<file path="config.mk">
export PLATFORM = sky130hd
export DESIGN_NAME = pio_edge_ctrl
export DESIGN_NICKNAME = d
export VERILOG_FILES = /design/src/rtl/pio_pkg.sv /design/src/rtl/pio_sync.sv /design/src/rtl/pio_bank.sv /design/src/rtl/pio_edge_ctrl.sv
export SDC_FILE = /design/constraint.sdc
export NUM_CORES = 1
export LEC_CHECK = 0
export BUFFER_PORTS_ARGS = -buffer_cell sky130_fd_sc_hd__buf_2
export CORE_UTILIZATION = 30
export CTS_CLUSTER_DIAMETER = 100
export CTS_CLUSTER_SIZE = 40
export DETAILED_ROUTE_END_ITERATION = 8
export HOLD_SLACK_MARGIN = 0.15
export RECOVER_POWER = 25
export SYNTH_ARGS = -nofsm -noshare
export SYNTH_HDL_FRONTEND = slang
export SYNTH_SLANG_ARGS = --single-unit
</file>
<file path="constraint.sdc">
create_clock -name clk_i -period 2.5 [get_ports clk_i]
set_input_delay 0.125 -clock clk_i [delete_from_list [all_inputs] [get_ports clk_i]]
set_output_delay 0.125 -clock clk_i [all_outputs]
set_load 0.01 [all_outputs]
</file>
<file path="src/rtl/pio_pkg.sv">
package pio_pkg;
  localparam int unsigned BUS_W = 32;

  localparam logic [3:0] RG_DIR  = 4'h0;
  localparam logic [3:0] RG_POL  = 4'h1;
  localparam logic [3:0] RG_DATA = 4'h2;
  localparam logic [3:0] RG_SET  = 4'h3;
  localparam logic [3:0] RG_CLR  = 4'h4;
  localparam logic [3:0] RG_RISE = 4'h5;
  localparam logic [3:0] RG_FALL = 4'h6;
  localparam logic [3:0] RG_PEND = 4'h9;
  localparam logic [3:0] RG_EDGE = 4'hA;

  typedef struct packed {
    logic dir;
    logic pol;
    logic set;
    logic clr;
    logic rise;
    logic fall;
    logic pend;
  } bank_wr_t;
endpackage

</file>
<file path="src/rtl/pio_sync.sv">
module pio_sync #(
  parameter int unsigned WIDTH = 8
) (
  input  logic             clk_i,
  input  logic             rst_ni,
  input  logic [WIDTH-1:0] d_i,
  output logic [WIDTH-1:0] q_o
);
  logic [WIDTH-1:0] s1_q, s2_q;

  always_ff @(posedge clk_i or negedge rst_ni) begin
    if (!rst_ni) begin
      s1_q <= '0;
      s2_q <= '0;
    end else begin
      s1_q <= d_i;
      s2_q <= s1_q;
    end
  end

  assign q_o = s2_q;
endmodule

</file>
<file path="src/rtl/pio_bank.sv">
module pio_bank
  import pio_pkg::*;
#(
  parameter int unsigned PIN_COUNT = 32
) (
  input  logic                 clk_i,
  input  logic                 rst_ni,
  input  bank_wr_t             wr_i,
  input  logic [PIN_COUNT-1:0] wdata_i,
  input  logic [PIN_COUNT-1:0] pin_sync_i,
  output logic [PIN_COUNT-1:0] pin_o,
  output logic [PIN_COUNT-1:0] pin_oe_o,
  output logic [PIN_COUNT-1:0] dir_o,
  output logic [PIN_COUNT-1:0] pol_o,
  output logic [PIN_COUNT-1:0] lvl_o,
  output logic [PIN_COUNT-1:0] rise_o,
  output logic [PIN_COUNT-1:0] fall_o,
  output logic [PIN_COUNT-1:0] pend_o,
  output logic [PIN_COUNT-1:0] edge_o
);
  logic [PIN_COUNT-1:0] out_q, dir_q, pol_q, rise_q, fall_q, pend_q, edge_q, prev_q;
  logic [PIN_COUNT-1:0] lvl, hit_r, hit_f, hit, set_m, clr_m, ack_m;

  // input polarity only applies to pins configured as inputs
  assign lvl   = pin_sync_i ^ (pol_q & ~dir_q);
  assign hit_r = lvl & ~prev_q & rise_q;
  assign hit_f = ~lvl & prev_q & fall_q;
  assign hit   = hit_r | hit_f;

  assign set_m = wr_i.set  ? wdata_i : '0;
  assign clr_m = wr_i.clr  ? wdata_i : '0;
  assign ack_m = wr_i.pend ? wdata_i : '0;

  always_ff @(posedge clk_i or negedge rst_ni) begin
    if (!rst_ni) begin
      out_q  <= '0;
      dir_q  <= '0;
      pol_q  <= '0;
      rise_q <= '0;
      fall_q <= '0;
      pend_q <= '0;
      edge_q <= '0;
      prev_q <= '0;
    end else begin
      if (wr_i.dir)  dir_q  <= wdata_i;
      if (wr_i.pol)  pol_q  <= wdata_i;
      if (wr_i.rise) rise_q <= wdata_i;
      if (wr_i.fall) fall_q <= wdata_i;
      out_q  <= (out_q | set_m) & ~clr_m;
      // a fresh edge outranks a same-cycle acknowledge
      pend_q <= (pend_q & ~ack_m) | hit;
      edge_q <= (edge_q & ~hit) | hit_r;
      prev_q <= lvl;
    end
  end

  assign pin_o    = out_q ^ (pol_q & dir_q);
  assign pin_oe_o = dir_q;
  assign dir_o    = dir_q;
  assign pol_o    = pol_q;
  assign lvl_o    = lvl;
  assign rise_o   = rise_q;
  assign fall_o   = fall_q;
  assign pend_o   = pend_q;
  assign edge_o   = edge_q;
endmodule

</file>
<file path="src/rtl/pio_edge_ctrl.sv">
module pio_edge_ctrl
  import pio_pkg::*;
#(
  parameter int unsigned NUM_BANKS = 2,
  parameter int unsigned PIN_COUNT = 24
) (
  input  logic                           clk_i,
  input  logic                           rst_ni,
  input  logic                           req_i,
  input  logic                           we_i,
  input  logic [7:0]                     addr_i,
  input  logic [31:0]                    wdata_i,
  output logic [31:0]                    rdata_o,
  input  logic [NUM_BANKS*PIN_COUNT-1:0] pin_i,
  output logic [NUM_BANKS*PIN_COUNT-1:0] pin_o,
  output logic [NUM_BANKS*PIN_COUNT-1:0] pin_oe_o,
  output logic                           irq_o
);
  localparam int unsigned PINS_TOTAL = NUM_BANKS * PIN_COUNT;

  logic [3:0] reg_sel;
  logic [1:0] bank_idx;
  logic       wr_acc, rd_acc;

  assign reg_sel  = addr_i[7:4];
  assign bank_idx = addr_i[3:2];
  assign wr_acc   = req_i & we_i;
  assign rd_acc   = req_i & ~we_i;

  logic [PINS_TOTAL-1:0] pin_sync;

  pio_sync #(.WIDTH(PINS_TOTAL)) u_sync (
    .clk_i (clk_i),
    .rst_ni(rst_ni),
    .d_i   (pin_i),
    .q_o   (pin_sync)
  );

  logic [NUM_BANKS-1:0][PIN_COUNT-1:0] dir_w, pol_w, lvl_w, rise_w, fall_w, pend_w, edge_w;

  for (genvar b = 0; b < NUM_BANKS; b++) begin : g_bank
    bank_wr_t wr_b;
    logic     hit_b;

    assign hit_b     = wr_acc & (bank_idx == 2'(b));
    assign wr_b.dir  = hit_b & (reg_sel == RG_DIR);
    assign wr_b.pol  = hit_b & (reg_sel == RG_POL);
    assign wr_b.set  = hit_b & (reg_sel == RG_SET);
    assign wr_b.clr  = hit_b & (reg_sel == RG_CLR);
    assign wr_b.rise = hit_b & (reg_sel == RG_RISE);
    assign wr_b.fall = hit_b & (reg_sel == RG_FALL);
    assign wr_b.pend = hit_b & (reg_sel == RG_PEND);

    pio_bank #(.PIN_COUNT(PIN_COUNT)) u_bank (
      .clk_i     (clk_i),
      .rst_ni    (rst_ni),
      .wr_i      (wr_b),
      .wdata_i   (wdata_i[PIN_COUNT-1:0]),
      .pin_sync_i(pin_sync[b*PIN_COUNT +: PIN_COUNT]),
      .pin_o     (pin_o[b*PIN_COUNT +: PIN_COUNT]),
      .pin_oe_o  (pin_oe_o[b*PIN_COUNT +: PIN_COUNT]),
      .dir_o     (dir_w[b]),
      .pol_o     (pol_w[b]),
      .lvl_o     (lvl_w[b]),
      .rise_o    (rise_w[b]),
      .fall_o    (fall_w[b]),
      .pend_o    (pend_w[b]),
      .edge_o    (edge_w[b])
    );
  end

  logic [PIN_COUNT-1:0] rd_val;

  always_comb begin
    rd_val = '0;
    for (int b = 0; b < NUM_BANKS; b++) begin
      if (bank_idx == 2'(b)) begin
        case (reg_sel)
          RG_DIR:  rd_val = dir_w[b];
          RG_POL:  rd_val = pol_w[b];
          RG_DATA: rd_val = lvl_w[b];
          RG_RISE: rd_val = rise_w[b];
          RG_FALL: rd_val = fall_w[b];
          RG_PEND: rd_val = pend_w[b];
          RG_EDGE: rd_val = edge_w[b];
          default: rd_val = '0;
        endcase
      end
    end
  end

  logic        pend_any;
  logic        irq_q;
  logic [31:0] rdata_q;

  assign pend_any = |pend_w;

  always_ff @(posedge clk_i or negedge rst_ni) begin
    if (!rst_ni) begin
      rdata_q <= '0;
      irq_q   <= 1'b0;
    end else begin
      if (rd_acc) rdata_q <= 32'(rd_val);
      irq_q <= pend_any;
    end
  end

  assign rdata_o = rdata_q;
  assign irq_o   = irq_q;
endmodule

</file>
==> flow_metrics.env <==
export IMPL_tns_ns=0
export IMPL_synth_edf_count=0
export IMPL_antenna_found_initial=4
export IMPL_finalHoldViolCount=0
export IMPL_ys_ff_latch=505
export IMPL_critical_path_peak_fanout=10
export IMPL_critical_path_n_buffers_inverters=3
export IMPL_setup_viol=0
export IMPL_die_w_microns=273
export IMPL_core_area_sq_mm=0.0730
export IMPL_cts_made_buffers=17
export IMPL_grt_max_degree=74
export IMPL_fmax_mhz=458
export IMPL_vdd_ir_drop_max_mv=0.395
export IMPL_path_clk_slew_ns=0.15
export IMPL_ys_types=54
export IMPL_drt_total_wl_mm=73.9
export IMPL_fin_util=0.356
export IMPL_synth_largest_area_cell="dfrtp_1"
export IMPL_end_kind="register"
export IMPL_synthSimpleGateAreaFrac=0.0869
export IMPL_ios=221
export IMPL_ctsLongestPathBuffers=3
export IMPL_crit_arrival_ns=2.69
export IMPL_routed_via_density=5.31
export IMPL_worst_setup_path_start_kind="input pin"
export IMPL_syn_area_sq_mm=0.0221
export IMPL_pwr_density_cell_mw_per_mm2=601
export IMPL_path_cells="dlygate4sd3_1 -> buf_2 -> nor2_1 -> buf_4 -> a22oi_1 -> o22ai_1 -> nor3_1 -> nor3_1"
export IMPL_hold_class="input pin to asynchronous set/reset pin"
export IMPL_status="completed"
export IMPL_synth_yosys_seq_area_share=0.572
export IMPL_dr_pass1_iters=5
export IMPL_total_power_mw=15.6
export IMPL_routedWlPerCell_microns=23.2
export IMPL_ant_nets=0
export IMPL_insertion_delay_ns=0.58
export IMPL_grt_usage=0.195
export IMPL_hpwl_mm=51.7
export IMPL_muxShareOfSynthArea=0.109
export IMPL_synth_top_area_share=0.572
export IMPL_place_congestion=0.901
export IMPL_power_leakage_nw=11.5
export IMPL_netlist_instances=1948
export IMPL_ys_warn_count=0
export IMPL_cts_sinks=505
export IMPL_htree_levels=1
export IMPL_crit_required_ns=3.01
export IMPL_synthAdderAreaFrac=0
export IMPL_min_period_ns=2.18
export IMPL_start_util=0.303
export IMPL_critPathKind="input pin to register"
export IMPL_grt_pass1_wl_mm=110
export IMPL_layout_nets=2313
export IMPL_crit_top_cell="nor3_1"
export IMPL_cts_repair_resized=0
export IMPL_maxCapViolCount=0
export IMPL_grt_overflow=0
export IMPL_synth_compound_area_frac=0.159
export IMPL_worst_path_largest_cell_delay_ns=0.84
export IMPL_post_dp_cell_area_sq_mm=0.0248
export IMPL_yosysMostFrequentCell="dfrtp_1"
export IMPL_die_area_sq_mm=0.0748
export IMPL_skew_ns=0.0299
export IMPL_area_delta_synth_final_pct=17.5
export IMPL_synth_flop_cell="dfrtp_1"
export IMPL_relSlewSlack=0.193
export IMPL_drt_iter0_markers=1699
export IMPL_cp_top_family="simple AND/OR/NAND/NOR gates"
export IMPL_rsz0062_at_grt="false"
export IMPL_layout_drive_gt1_share=0.230
export IMPL_rows=99
export IMPL_routed_via_count=16900
export IMPL_drv_slew=0
export IMPL_synth_top_family_by_area="compound AO/OA/AOI/OAI gates"
export IMPL_die_h_microns=273
export IMPL_drc_errors=0
export IMPL_grt_pass1_vias=17000
export IMPL_synth_xor_area_frac=0.0380
export IMPL_synthArstFlopShare=1.00
export IMPL_worstMarginPinSlew_ns=1.21
export IMPL_crit_slowest_cell="nor2_1"
export IMPL_ys_top_cells_by_area="dfrtp_1, mux2_2, nand2_1"
export IMPL_period_share=0.873
export IMPL_avgSynthCellArea_sq_um=11.3
export IMPL_cts_root_buffer="clkbuf_16"
export IMPL_port_buffer_count=202
export IMPL_postLayoutCellArea_sq_mm=0.0260
export IMPL_whs_ns=0.0797
export IMPL_synth_common_cells="dfrtp_1, nand2_1, mux2_2"
export IMPL_cts_tree="yes"
[cell families (layout without fill, tap and decap cells)]
| kind of cell | count (synthesis) | after routing |
|---|---|---|
| compound gates | 547 | 547 |
| xor+xnor | 96 | 96 |
| simple gates | 410 | 410 |
| other cells | 1 | 9 |
| flops | 505 | 505 |
| buf+inv | 175 | 444 |
| mux | 214 | 214 |
[power by group]
group	internal, mW	total [mW]	switching [mW]
combinational	0.940	2.28	1.34
sequential	8.80	9.43	0.632
clock	1.31	3.90	2.59
[layout by cell type (no fill, tap or decap), drive strengths merged, types with 4 or more instances in the layout]
| cell type | Yosys | routed |
|---|---|---|
| and3 | 7 | 7 |
| dlygate4sd3 | 0 | 75 |
| xnor2 | 48 | 48 |
| o22ai | 36 | 36 |
| o211ai | 8 | 8 |
| nand3 | 9 | 9 |
| buf | 73 | 280 |
| mux2i | 6 | 6 |
| o2bb2ai | 12 | 12 |
| nor4 | 13 | 13 |
| clkbuf | 53 | 35 |
| a22oi | 104 | 104 |
| o221ai | 8 | 8 |
| nor2 | 21 | 21 |
| a211oi | 14 | 14 |
| nand4 | 4 | 4 |
| a32oi | 55 | 55 |
| nand3b | 7 | 7 |
| a22o | 4 | 4 |
| mux2 | 208 | 208 |
| a21oi | 165 | 165 |
| inv | 49 | 51 |
| nand2b | 54 | 54 |
| or3 | 4 | 4 |
| dfrtp | 505 | 505 |
| a211o | 6 | 6 |
| xor2 | 48 | 48 |
| o21ai | 113 | 113 |
| conb | 1 | 8 |
| nand2 | 251 | 251 |
| nor3 | 21 | 21 |
| a221oi | 6 | 6 |
| a32o | 10 | 10 |
[through the flow]
stage | setup WS, ns | instances
detailed placement | 0.376 | 3086
global placement | 0.386 | 3086
floorplan | 0.855 | 1955
global route | 0.256 | 3183
CTS | 0.391 | 3183
finish | 0.317 | 3184
[registers in the layout, summed over array words and instances, names as in the netlist]
name                  count
g_bank.u_bank.pend_o     48
g_bank.u_bank.out_q      48
irq_o                     1
g_bank.u_bank.dir_o      48
rdata_o                  24
g_bank.u_bank.rise_o     48
g_bank.u_bank.edge_o     48
u_sync.s1_q              48
g_bank.u_bank.fall_o     48
g_bank.u_bank.pol_o      48
g_bank.u_bank.prev_q     48
u_sync.q_o               48
[cell type report]
| type | count | area (sq um) |
|---|---|---|
| timing repair buffer | 373 | 2730 |
| tap | 959 | 1200 |
| clock inverter | 4 | 60.1 |
| fill | 7120 | 47000 |
| inverter | 49 | 184 |
| antenna | 1 | 2.50 |
| clock buffer | 18 | 429 |
| sequential | 505 | 12600 |
| multi-input combinational | 1275 | 8740 |
[metal layers]
layer	wire length, microns	global-route usage	vias up	share of wire
met5	56	0	-	0.00076
met1	31200	0.258	8549	0.42
met3	5420	0.0406	143	0.073
met2	34500	0.311	666	0.47
li1	-	-	7528	-
met4	2740	0.0754	8	0.037
[repair_timing]
| action | in CTS | in global routing |
|---|---|---|
| buffers inserted | 0 | 0 |
| endpoints found under the hold margin | 771 | 0 |
| hold buffers | 75 | 0 |
[path summary, 6_finish.rpt]
path	start	end	slack, ns	cells after the start
setup reg to reg	g_bank[0].u_bank.dir_o[16]	rdata_o[16]	0.35	6
hold reg to reg	u_sync.s1_q[7]	u_sync.q_o[7]	0.36	0
setup / recovery	addr_i[5]	rdata_o[1]	0.32	8
hold / removal	rst_ni	u_sync.q_o[30]	0.08	2
max in group asynchronous	rst_ni	u_sync.q_o[18]	0.60	3
min in group clk_i	pin_i[3]	u_sync.s1_q[3]	0.18	2
Power figures use the tool's default switching activity.
